File: src/rtl/irqr_pkg.sv
package irqr_pkg;
    localparam int FUNCS = 8;
    localparam int PINS  = 4;
    localparam int PIRQS = 8;
    localparam int IRQS  = 16;

    // IRQ numbers that a PIRQ line may reach: 3-7, 9-12, 14, 15
    localparam logic [IRQS-1:0] IRQ_VALID_MASK = 16'hDEF8;

    localparam int PINSEL_BASE = 8'h00;
    localparam int ROUTE_BASE  = 8'h40;

    typedef logic [2:0] pin_code_t;
    typedef logic [2:0] pirq_idx_t;
    typedef logic [3:0] irq_code_t;
    typedef logic [7:0] rout_t;

    localparam rout_t ROUT_RESET = 8'h80;

    function automatic logic [7:0] rout_addr(input int k);
        return (k < 4) ? 8'(8'h60 + k) : 8'(8'h68 + (k - 4));
    endfunction
endpackage

File: src/rtl/irqr_cfg_regs.sv
module irqr_cfg_regs
    import irqr_pkg::*;
#(
    parameter int NUM_DEV = 4
) (
    input  logic                                clk,
    input  logic                                rst_n,
    input  logic                                cfg_we,
    input  logic [7:0]                          cfg_addr,
    input  logic [7:0]                          cfg_wdata,
    output logic [7:0]                          cfg_rdata,
    output pin_code_t [NUM_DEV*FUNCS-1:0]       pin_sel_o,
    output pirq_idx_t [NUM_DEV*PINS-1:0]        route_o,
    output logic [PIRQS-1:0]                    pirq_off_o,
    output irq_code_t [PIRQS-1:0]               irq_code_o
);
    localparam int NSEL   = NUM_DEV * FUNCS;
    localparam int NROUTE = NUM_DEV * PINS;

    pin_code_t [NSEL-1:0]   pin_sel_q;
    pirq_idx_t [NROUTE-1:0] route_q;
    rout_t     [PIRQS-1:0]  rout_q;

    for (genvar i = 0; i < NSEL; i++) begin : g_sel
        always_ff @(posedge clk or negedge rst_n) begin
            if (!rst_n)
                pin_sel_q[i] <= '0;
            else if (cfg_we && cfg_addr == 8'(PINSEL_BASE + i))
                pin_sel_q[i] <= cfg_wdata[2:0];
        end
    end

    for (genvar i = 0; i < NROUTE; i++) begin : g_route
        always_ff @(posedge clk or negedge rst_n) begin
            if (!rst_n)
                route_q[i] <= 3'(i % PINS);
            else if (cfg_we && cfg_addr == 8'(ROUTE_BASE + i))
                route_q[i] <= cfg_wdata[2:0];
        end
    end

    for (genvar k = 0; k < PIRQS; k++) begin : g_rout
        always_ff @(posedge clk or negedge rst_n) begin
            if (!rst_n)
                rout_q[k] <= ROUT_RESET;
            else if (cfg_we && cfg_addr == rout_addr(k))
                rout_q[k] <= cfg_wdata;
        end
        assign pirq_off_o[k] = rout_q[k][7];
        assign irq_code_o[k] = rout_q[k][3:0];
    end

    always_comb begin
        cfg_rdata = '0;
        for (int i = 0; i < NSEL; i++)
            if (cfg_addr == 8'(PINSEL_BASE + i)) cfg_rdata = {5'b0, pin_sel_q[i]};
        for (int i = 0; i < NROUTE; i++)
            if (cfg_addr == 8'(ROUTE_BASE + i)) cfg_rdata = {5'b0, route_q[i]};
        for (int k = 0; k < PIRQS; k++)
            if (cfg_addr == rout_addr(k)) cfg_rdata = rout_q[k];
    end

    assign pin_sel_o = pin_sel_q;
    assign route_o   = route_q;
endmodule

File: src/rtl/irqr_pin_stage.sv
module irqr_pin_stage
    import irqr_pkg::*;
(
    input  logic [FUNCS-1:0]      req_i,
    input  pin_code_t [FUNCS-1:0] sel_i,
    output logic [PINS-1:0]       intx_o
);
    always_comb begin
        intx_o = '0;
        for (int f = 0; f < FUNCS; f++)
            for (int p = 0; p < PINS; p++)
                if (req_i[f] && sel_i[f] == pin_code_t'(p + 1))
                    intx_o[p] = 1'b1;
    end
endmodule

File: src/rtl/irqr_pirq_stage.sv
module irqr_pirq_stage
    import irqr_pkg::*;
#(
    parameter int NUM_DEV = 4
) (
    input  logic [NUM_DEV*PINS-1:0]      intx_i,
    input  pirq_idx_t [NUM_DEV*PINS-1:0] route_i,
    output logic [PIRQS-1:0]             pirq_o
);
    always_comb begin
        pirq_o = '0;
        for (int j = 0; j < NUM_DEV*PINS; j++)
            if (intx_i[j]) pirq_o[route_i[j]] = 1'b1;
    end
endmodule

File: src/rtl/irqr_irq_stage.sv
module irqr_irq_stage
    import irqr_pkg::*;
(
    input  logic [PIRQS-1:0]      pirq_i,
    input  logic [PIRQS-1:0]      off_i,
    input  irq_code_t [PIRQS-1:0] code_i,
    output logic [IRQS-1:0]       irq_o
);
    logic [IRQS-1:0] raw;

    always_comb begin
        raw = '0;
        for (int k = 0; k < PIRQS; k++)
            if (pirq_i[k] && !off_i[k]) raw[code_i[k]] = 1'b1;
    end

    assign irq_o = raw & IRQ_VALID_MASK;
endmodule

File: src/rtl/legacy_irq_router.sv
module legacy_irq_router
    import irqr_pkg::*;
#(
    parameter int NUM_DEV = 4
) (
    input  logic                     clk,
    input  logic                     rst_n,
    input  logic                     cfg_we,
    input  logic [7:0]               cfg_addr,
    input  logic [7:0]               cfg_wdata,
    output logic [7:0]               cfg_rdata,
    input  logic [NUM_DEV*FUNCS-1:0] func_req,
    output logic [PIRQS-1:0]         pirq_level,
    output logic [IRQS-1:0]          irq_req
);
    pin_code_t [NUM_DEV*FUNCS-1:0] pin_sel;
    pirq_idx_t [NUM_DEV*PINS-1:0]  route;
    logic [PIRQS-1:0]              pirq_off;
    irq_code_t [PIRQS-1:0]         irq_code;
    logic [NUM_DEV*PINS-1:0]       intx;

    irqr_cfg_regs #(.NUM_DEV(NUM_DEV)) u_cfg (
        .clk        (clk),
        .rst_n      (rst_n),
        .cfg_we     (cfg_we),
        .cfg_addr   (cfg_addr),
        .cfg_wdata  (cfg_wdata),
        .cfg_rdata  (cfg_rdata),
        .pin_sel_o  (pin_sel),
        .route_o    (route),
        .pirq_off_o (pirq_off),
        .irq_code_o (irq_code)
    );

    for (genvar d = 0; d < NUM_DEV; d++) begin : g_dev
        irqr_pin_stage u_pin (
            .req_i  (func_req[d*FUNCS +: FUNCS]),
            .sel_i  (pin_sel[d*FUNCS +: FUNCS]),
            .intx_o (intx[d*PINS +: PINS])
        );
    end

    irqr_pirq_stage #(.NUM_DEV(NUM_DEV)) u_pirq (
        .intx_i  (intx),
        .route_i (route),
        .pirq_o  (pirq_level)
    );

    irqr_irq_stage u_irq (
        .pirq_i (pirq_level),
        .off_i  (pirq_off),
        .code_i (irq_code),
        .irq_o  (irq_req)
    );
endmodule

File: config.mk
export PLATFORM = sky130hd
export DESIGN_NAME = legacy_irq_router
export DESIGN_NICKNAME = d
export VERILOG_FILES = /design/src/rtl/irqr_pkg.sv /design/src/rtl/irqr_cfg_regs.sv /design/src/rtl/irqr_pin_stage.sv /design/src/rtl/irqr_pirq_stage.sv /design/src/rtl/irqr_irq_stage.sv /design/src/rtl/legacy_irq_router.sv
export SDC_FILE = /design/constraint.sdc
export NUM_CORES = 1
export LEC_CHECK = 0
export BUFFER_PORTS_ARGS = -buffer_cell sky130_fd_sc_hd__clkbuf_2
export CAP_MARGIN = 15
export CORE_ASPECT_RATIO = 1.4
export CORE_UTILIZATION = 60
export CTS_CLUSTER_SIZE = 30
export DETAILED_ROUTE_END_ITERATION = 8
export PLACE_DENSITY = 0.79
export SLEW_MARGIN = 0
export SYNTH_ARGS = -nofsm -noshare
export SYNTH_HDL_FRONTEND = slang
export SYNTH_SLANG_ARGS = --single-unit
File: constraint.sdc
create_clock -name clk -period 4.7 [get_ports clk]
set_clock_uncertainty 0.2 [all_clocks]
set_input_delay 0.705 -clock clk [delete_from_list [all_inputs] [get_ports clk]]
set_output_delay 0.705 -clock clk [all_outputs]
set_load 0.1 [all_outputs]
## Word level (Yosys, flattened, before mapping)

Index checks and enable logic that the tools add are counted.

| word-level totals | value |
|---|---|
| flip-flop bits (word level) | 208 |
| bits in latches | 0 |
| bits in writable memories | 0 |
| ROM bits | 0 |
| bits of input ports | 51 |
| output and inout bits | 32 |
| logic and storage cells | 790 |
| memories | 0 |

| cells by class | value |
|---|---|
| add/sub/neg operators | 0 |
| multiply operators | 0 |
| divide/modulo/power cells | 0 |
| $lt $le $gt $ge | 48 |
| equal/unequal tests | 183 |
| shift operators | 0 |
| mux-type cells | 256 |
| bitwise gates (word level) | 22 |
| reductions and logical operators | 225 |

Operator list:

| operator | number |
|---|---|
| 1-bit logical AND | 216 |
| 3-bit by 2-bit equality test with 1-bit output, second input constant | 64 |
| 8-bit by 7-bit equality test with 1-bit output, second input constant | 24 |
| 8-bit two-way mux | 24 |
| 1-bit two-way mux | 152 |
| 3-bit two-way mux | 48 |
| 8-bit by 5-bit equality test with 1-bit output, second input constant | 16 |
| 16-bit two-way mux | 8 |
| 8-bit OR | 15 |
| 16-bit OR | 7 |
| 3-bit by 1-bit equality test with 1-bit output, second input constant | 32 |
| 3-bit equality test, second input constant | 32 |
| 8-bit by 4-bit equality test with 1-bit output, second input constant | 8 |
| 3-bit by 4-bit < comparator with 1-bit output, second input constant | 16 |
| 1-bit demux with 3-bit select | 16 |
| 3-bit by 1-bit greater-or-equal comparator with 1-bit output, second input constant | 16 |
| 4-bit by 5-bit < comparator with 1-bit output, second input constant | 8 |
| 1-bit demux with 4-bit select | 8 |
| 8-bit by 3-bit equality test with 1-bit output, second input constant | 4 |
| 4-bit by 1-bit greater-or-equal comparator with 1-bit output, second input constant | 8 |
| 8-bit by 2-bit equality test with 1-bit output, second input constant | 2 |
| 8-bit by 1-bit equality test with 1-bit output, second input constant | 1 |
| 1-bit zero test | 8 |
| 8-bit zero test | 1 |

## Depth between registers and ports, before layout

Gate-level depths: netlist of run 1.

| logic depth | value |
|---|---|
| word-level depth | 57 |
| mapped depth | 12 |

## Modules after synthesis

A second synthesis of run 1 with hierarchy kept.

| unflattened totals | value |
|---|---|
| cells, all modules | 1454 |
| area, all modules | 14926.8 µm² |

Modules (own cells, without submodules):

| module | instances | cells an instance | area each (µm²) | sequential area each (µm²) |
|---|---|---|---|---|
| irqr_cfg_regs | 1 | 954 | 10892.9 | 5235.0 |
| irqr_pin_stage | 4 | 46 | 400.4 | 0.0 |
| irqr_pirq_stage | 1 | 168 | 1451.4 | 0.0 |
| irqr_irq_stage | 1 | 148 | 980.9 | 0.0 |

## Worst setup path after synthesis of run 1

OpenSTA, ideal clock, no wires.

| timing path | value |
|---|---|
| path kind | input -> output |
| start | input cfg_addr[0] |
| end | output cfg_rdata[1] |
| arrival | 4.764 ns |
| path slack | -0.969 ns |
| stages on the path | 10 |
| buffers on the path | 3 |
| path through | clkbuf_1 > buf_2 > clkbuf_1 > nor4bb_1 > a221oi_1 > nor2_1 > o221ai_1 > nand2_1 > a221oi_1 > o21ai_0 |

| on the way | value |
|---|---|
| cells in the longest elaborated chain, start to end | 57 |
| elaborated cells on any way between the ends | 112 |

RTL lines:

| element | line | RTL |
|---|---|---|
| start: declaration | legacy_irq_router.sv:9 | `input logic [7:0] cfg_addr,` |
| 8-bit zero test | irqr_cfg_regs.sv:56 | `if (cfg_addr == 8'(PINSEL_BASE + i)) cfg_rdata = {5'b0, pin_sel_q[i]};` |
| 3-bit two-way mux (32 in a row) | irqr_cfg_regs.sv:56 |  |
| 3-bit two-way mux (16 in a row) | irqr_cfg_regs.sv:58 | `if (cfg_addr == 8'(ROUTE_BASE + i)) cfg_rdata = {5'b0, route_q[i]};` |
| 8-bit two-way mux (7 in a row) | irqr_cfg_regs.sv:60 | `if (cfg_addr == rout_addr(k)) cfg_rdata = rout_q[k];` |
| 8-bit two-way mux * | irqr_cfg_regs.sv:60 |  |
| end: declaration | legacy_irq_router.sv:11 | `output logic [7:0] cfg_rdata,` |

Mark *: on every way between the ends. The rest lies on a longest branch, timed or not.

## Worst setup path in the final report of run 1

| timing path | value |
|---|---|
| start | register u_cfg.pin_sel_q (netlist bit u_cfg.pin_sel_o[14]) |
| end | output irq_req[15] |

| on the way | value |
|---|---|
| cells in the longest elaborated chain, start to end | 53 |
| elaborated cells on any way between the ends | 78 |

RTL lines:

| element | line | RTL |
|---|---|---|
| start: declaration | irqr_cfg_regs.sv:20 | `pin_code_t [NSEL-1:0] pin_sel_q;` |
| start signal: indexed assignment | irqr_cfg_regs.sv:29 | `pin_sel_q[i] <= cfg_wdata[2:0];` |
| 3-bit by 1-bit equality test with 1-bit output | irqr_pin_stage.sv:12 | `if (req_i[f] && sel_i[f] == pin_code_t'(p + 1))` |
| 1-bit logical AND | irqr_pin_stage.sv:12 |  |
| 1-bit two-way mux (4 in a row) | irqr_pin_stage.sv:12 |  |
| 8-bit two-way mux | irqr_pirq_stage.sv:13 | `if (intx_i[j]) pirq_o[route_i[j]] = 1'b1;` |
| 8-bit OR (no source line) | - |  |
| 8-bit two-way mux | irqr_pirq_stage.sv:13 |  |
| 8-bit OR (no source line) | - |  |
| 8-bit two-way mux | irqr_pirq_stage.sv:13 |  |
| (+34 left out) | - |  |
| 16-bit OR (no source line) | - |  |
| 16-bit two-way mux | irqr_irq_stage.sv:14 | `if (pirq_i[k] && !off_i[k]) raw[code_i[k]] = 1'b1;` |
| 16-bit OR (no source line) | - |  |
| 16-bit two-way mux | irqr_irq_stage.sv:14 |  |
| 16-bit OR (no source line) | - |  |
| 16-bit two-way mux | irqr_irq_stage.sv:14 |  |
| 16-bit OR (no source line) | - |  |
| 16-bit two-way mux * | irqr_irq_stage.sv:14 |  |
| end: declaration | legacy_irq_router.sv:14 | `output logic [IRQS-1:0] irq_req` |

Marked as above.

==> results of run 1 <==
-- worst max path at each step --
stage	from	endpoint	slack, ns	depth (start not counted)
floorplan	cfg_addr[0]	cfg_rdata[1]	-0.21	10
global placement	func_req[2]	irq_req[10]	0.05	12
CTS	u_cfg.pin_sel_o[84]	irq_req[9]	0.002	11
finish	u_cfg.pin_sel_o[14]	irq_req[15]	-0.08	11
detailed placement	func_req[2]	irq_req[10]	0.06	12
global route	u_cfg.pin_sel_o[16]	irq_req[6]	-0.23	11
-- cell type report --
class,instances,share of cell area
multi-input cells,1220,0.5274
flip-flops and latches,208,0.2960
clock inverters,6,0.006131
repair buffers,228,0.1043
clock buffers,31,0.03622
inverters,38,0.008033
well taps,310,0.02184
-- registers in the layout, summed over array words and instances (netlist names) --
name              flops
u_cfg.route_o        48
u_cfg.rout_q         24
u_cfg.irq_code_o     32
u_cfg.pin_sel_o      96
u_cfg.pirq_off_o      8
-- where the power goes --
group	switching (mW)	internal [mW]	total (mW)
sequential	0.182	1.88	2.07
clock	0.749	1.11	1.86
combinational	0.598	0.352	0.951
total	1.53	3.35	4.88
-- timing repair --
| action | in CTS | in global routing |
|---|---|---|
| setup endpoints to repair | 9 | 13 |
| hold endpoints to repair | 0 | 0 |
| gates cloned | 0 | 1 |
| pin swaps | 5 | 30 |
| gates resized for setup | 10 | 67 |
| buffers inserted | 2 | 24 |
-- metal layers --
| layer | up-vias | routed length [µm] |
|---|---|---|
| met5 | - | 0 |
| met4 | 0 | 8694 |
| met3 | 593 | 7511 |
| met2 | 1463 | 30700 |
| met1 | 7572 | 20080 |
| li1 | 6415 | - |
-- cell families after synthesis --
group                  Yosys count  synth area share
AO/OA/AOI/OAI                  370            0.1774
buffers and inverters          131           0.03509
flip-flops                     208            0.3538
multiplexers                   227            0.1733
other                            1         0.0002534
AND/OR/NAND/NOR                618            0.2601
-- stage by stage --
step                      hold slack, ns  setup TNS (ns)  instance area (µm²)  total power [mW]    util
after floorplan                   0.2094         -0.2133                14830             2.513       -
after CTS                         0.1965               0                17300             4.760  0.7189
final                             0.1363         -0.2179                17760             4.876  0.7380
after detailed placement          0.2940               0                16500             2.928  0.6858
after global placement            0.2868               0                16500             2.903  0.6858
after global routing              0.2310          -1.023                17760             4.965  0.7380
-- worst max-delay path: stages, from the launching register on --
cell and delay (ns):
dfrtp_2 0.44, nor4bb_1 0.19, nor4_2 0.35, buf_4 0.29
a2111oi_0 0.13, a211oi_1 0.25, buf_4 0.16, nand4_1 0.23
o21ai_0 0.30, o2111ai_1 0.19, or4_1 0.60, buf_12 0.20
-- cell usage after synthesis (all sizes together), types with 22 or more instances --
library cell / number / share of area
nand3: 33 / 0.011
nor4: 34 / 0.021
dfrtp: 184 / 0.31
mux2: 214 / 0.16
nor3: 32 / 0.011
nand2: 148 / 0.038
a21oi: 58 / 0.020
inv: 38 / 0.0096
a31oi: 22 / 0.0097
nor4bb: 88 / 0.060
nor2: 94 / 0.024
o21ai: 65 / 0.022
clkbuf: 79 / 0.020
nand4: 27 / 0.011
nand4b: 35 / 0.021
a22oi: 34 / 0.017
nor2b: 28 / 0.012
dfstp: 24 / 0.043
==> results_dict.tcl, run 1 <==
set metrics [dict create \
    worst_pin_slew_ns 1.152 \
    routed_wl_um 66980 \
    r2r_slack_ns 3.42 \
    detail-route-antenna-nets 0 \
    coreArea_um2 24060 \
    die-area_um2 25300 \
    portBuffers 77 \
    clockRootBuffer "clkbuf_16" \
    status "finished with violations" \
    antenna_found_initial 0 \
    diodes 0 \
    synthDistinctLibCells 85 \
    synth-edff-count 0 \
    clk_path_buf_depth 3 \
    timing.rr.end "u_cfg.irq_code_o[18]" \
    drtIter0Drc 2124 \
    use_met3 0.1592 \
    crit_fanout 6 \
    relSlewSlack 0.2313 \
    finalNonFillerCells 2041 \
    fmax_mhz 209.4 \
    start_kind "flip-flop" \
    drive_gt1_frac 0.3455 \
    regArea_um2 5256 \
    nNetsFinal 1768 \
    ys_seq_elements 208 \
    grt.total_usage 0.5265 \
    grt_use_met2 0.8378 \
    yosysWarnings 0 \
    synthCells 1555 \
    ctsHtreeMaxLevel 1 \
    viasPerCell 7.860 \
    final_common_cell "mux2_2" \
    ys_seq_area_frac 0.3538 \
    leakage_nw 7.514 \
    worst_slack_ns -0.07585 \
    min_path_type "primary input to async pin" \
    clock_sinks 208 \
    grt_max_degree 124 \
    worstRegToRegCells 1 \
    wire_per_inst_um 32.82 \
    syn-cell-area_um2 14800 \
    dp_cells 1978 \
    cts_tree "built" \
    grt_pass1_vias 15500 \
    syn_area_per_cell_um2 9.516 \
    use_met1 0.5387 \
    dpl_worst_slack_ns 0.05889 \
    cts_buffers 21 \
    drc_errors 0 \
    grt_pass1_wl_um 97840 \
    dieWidth_um 134.7 \
    fin_crit_ns 4.776 \
    finalSetupViolCount 5 \
    hold_buffers 0 \
    slew_violations 0 \
    hold_violations 0 \
    routabilityCongestion 1.091 \
    multi_input_comb_area_um2 9365 \
    cts.clk_slew.worst_paths_ns 0.07 \
    p_per_area_nw_per_um2 274.6 \
    violations "negative setup slack" \
    top_usage_layer "met2" \
    peakVddDrop_mv 0.3740 \
    critical_path.endpoint_type "output pin" \
    gr-total-overflow 0 \
    cp.required_ns 3.80 \
    async_flop_share 1.000 \
    area_delta_synth_final_pct 20.00 \
    dr.pass1.iters 9 \
    rsz0062_at_grt "true" \
    maxCapViolations 0 \
    boundaryPins 83 \
    worstReg2RegStart "u_cfg.irq_code_o[18]" \
    synth-main-ff-cell "dfrtp_1" \
    critPathArrivalTime_ns 3.87 \
    num-fill-cells 1582 \
    rows 67 \
    initial_core_util 0.6150 \
    die_y_um 187.8 \
    crit_type "flip-flop to output pin" \
    clk_latency_ns 0.52 \
    hpwlAfterDp_um 47580 \
    layout_common_cells "mux2_2 (214), dfrtp_1 (167), nand2_1 (147), buf_4 (147), nor2_1 (94)" \
    vias 16040 \
    fin_crit_sh 1.016 \
]
(Power assumes the default switching activity.)
==> run 2, diff against run 1 <==
==> constraint.sdc (replaced) <==
create_clock -name clk -period 4.5 [get_ports clk]
set_clock_uncertainty 0.2 [all_clocks]
set_input_delay 0.675 -clock clk [delete_from_list [all_inputs] [get_ports clk]]
set_output_delay 0.675 -clock clk [all_outputs]
set_load 0.1 [all_outputs]
==> results_dict.tcl, run 2 (same netlist as run 1, synthesis figures left out) <==
set metrics [dict create \
    maxCapViolations 0 \
    nNetsFinal 1821 \
    largest_register_ff_count 96 \
    final_common_cell "mux2_2" \
    crit_family "simple AND/OR/NAND/NOR gates" \
    clk_path_buf_depth 3 \
    p_per_area_nw_per_um2 273.9 \
    peakVddDrop_mv 0.3750 \
    finalNonFillerCells 2096 \
    crit_type "flip-flop to output pin" \
    drive_gt1_frac 0.3707 \
    hold_violations 0 \
    boundaryPins 83 \
    hold_buffers 0 \
    initial_core_util 0.6150 \
    rows 67 \
    worstPathCellList "buf_6 > nor4bb_4 > nor4_4 > buf_4 > a311oi_2 > a2111oi_2 > buf_4 > nand4_1 > buf_6 > o211ai_1 > o31ai_1 > or4_4 > buf_12" \
    whs_ns 0.01984 \
    critical_path.endpoint_type "output pin" \
    place_area_um2 16900 \
    dr.pass1.iters 6 \
    area_delta_synth_final_pct 23.46 \
    antenna_found_initial 1 \
    num-fill-cells 1621 \
    power_mw 5.004 \
    grt_pass1_vias 15830 \
    routed_wl_um 64330 \
    start_kind "flip-flop" \
    clk_latency_ns 0.55 \
    finalSetupViolCount 12 \
    ctsHtreeMaxLevel 1 \
    violations "negative setup slack" \
    routabilityCongestion 1.086 \
    cts_tree "built" \
    worst_slack_ns -0.2784 \
    min_path_type "primary input to async pin" \
    wire_per_inst_um 30.69 \
    diodes 0 \
    die_y_um 187.8 \
    max_stage_delay_ns 0.57 \
    dieWidth_um 134.7 \
    relSlewSlack 0.2648 \
    detail-route-antenna-nets 0 \
    fin_crit_sh 1.062 \
    crit_fanout 6 \
    hpwlAfterDp_um 46200 \
    viasPerCell 7.559 \
    critPathArrivalTime_ns 3.90 \
    slowest_stage "or4_4" \
    dpl_worst_slack_ns -0.2777 \
    grt_pass1_wl_um 96200 \
    regArea_um2 5254 \
    cts.clk_slew.worst_paths_ns 0.07 \
    layout_common_cells "mux2_2 (214), buf_4 (196), dfrtp_1 (169)" \
    drtIter0Drc 1951 \
    fmax_mhz 209.3 \
    grt.total_usage 0.5126 \
    grt_max_degree 116 \
    cts_buffers 22 \
    final_cell_area_um2 18270 \
    drc_errors 0 \
    dp_cells 2022 \
    path_buf_inv 5 \
    rsz0062_at_grt "true" \
    vias 15840 \
    coreArea_um2 24060 \
    multi_input_comb_area_um2 9449 \
    leakage_nw 7.806 \
    die-area_um2 25300 \
    clockRootBuffer "clkbuf_16" \
    status "finished with violations" \
    slew_violations 0 \
    fin_crit_ns 4.778 \
    cp.required_ns 3.62 \
    clock_sinks 208 \
    gr-total-overflow 0 \
    worst_pin_slew_ns 1.102 \
    portBuffers 77 \
]
run 2: cell types whose count changed in the layout (fill, tap and decap cells not counted), sizes merged:
cell,before,now
buf,172,227
inv,39,41
bufinv,3,0
clkinvlp,0,4
clkinv,2,4
clkbuf,87,82
run 2: repair_timing:
item	4_1_cts	5_1_grt
pin swaps	33	19
setup endpoints to repair	11	14
resized for setup	66	40
setup buffers	30	7
run 2: where the power goes:
group          internal [mW]  switching [mW]
Combinational          0.402           0.628
Sequential              1.97           0.180
Clock                  0.975           0.851
run 2: metal layers:
metal / share of wire / track usage / vias to the layer above
li1: - / - / 6510
met1: 0.32 / 0.5470 / 7667
met2: 0.46 / 0.8200 / 1217
met3: 0.11 / 0.1649 / 447
met4: 0.10 / 0.4252 / 2
met5: 0.00020 / 0 / -
run 2: metrics by stage:
stage	util	TNS, ns
after floorplan	-	-0.3533
after CTS	0.7521	-0.4656
after global placement	0.7024	-0.4097
after global routing	0.7593	-2.412
final	0.7593	-2.096
after detailed placement	0.7024	-1.112
run 2: worst paths after layout:
path,from,end,slack [ns],cells past startpoint
max reg2reg,u_cfg.pin_sel_o[52],u_cfg.pin_sel_o[52],3.22,3
min reg2reg,u_cfg.rout_q[36],u_cfg.rout_q[36],0.31,1
min in group clk,cfg_wdata[6],u_cfg.rout_q[62],0.30,2
min,rst_n,u_cfg.pin_sel_o[50],0.02,1
max,u_cfg.pin_sel_o[52],irq_req[9],-0.28,13
max in group asynchronous,rst_n,u_cfg.route_o[22],2.93,2
run 2: final cells by class:
type / count / share of cell area
Inverter: 38 / 0.007808
Clock inverter: 11 / 0.005959
Timing Repair Buffer: 280 / 0.1269
Multi-Input combinational cell: 1220 / 0.5173
Clock buffer: 29 / 0.03322
Tap cell: 310 / 0.02123
Sequential cell: 208 / 0.2876
run 2: worst reg2reg max path: stages (launching register included):
cell     delay [ns]
dfrtp_1        0.42
buf_6          0.15
buf_4          0.14
mux2_2         0.26
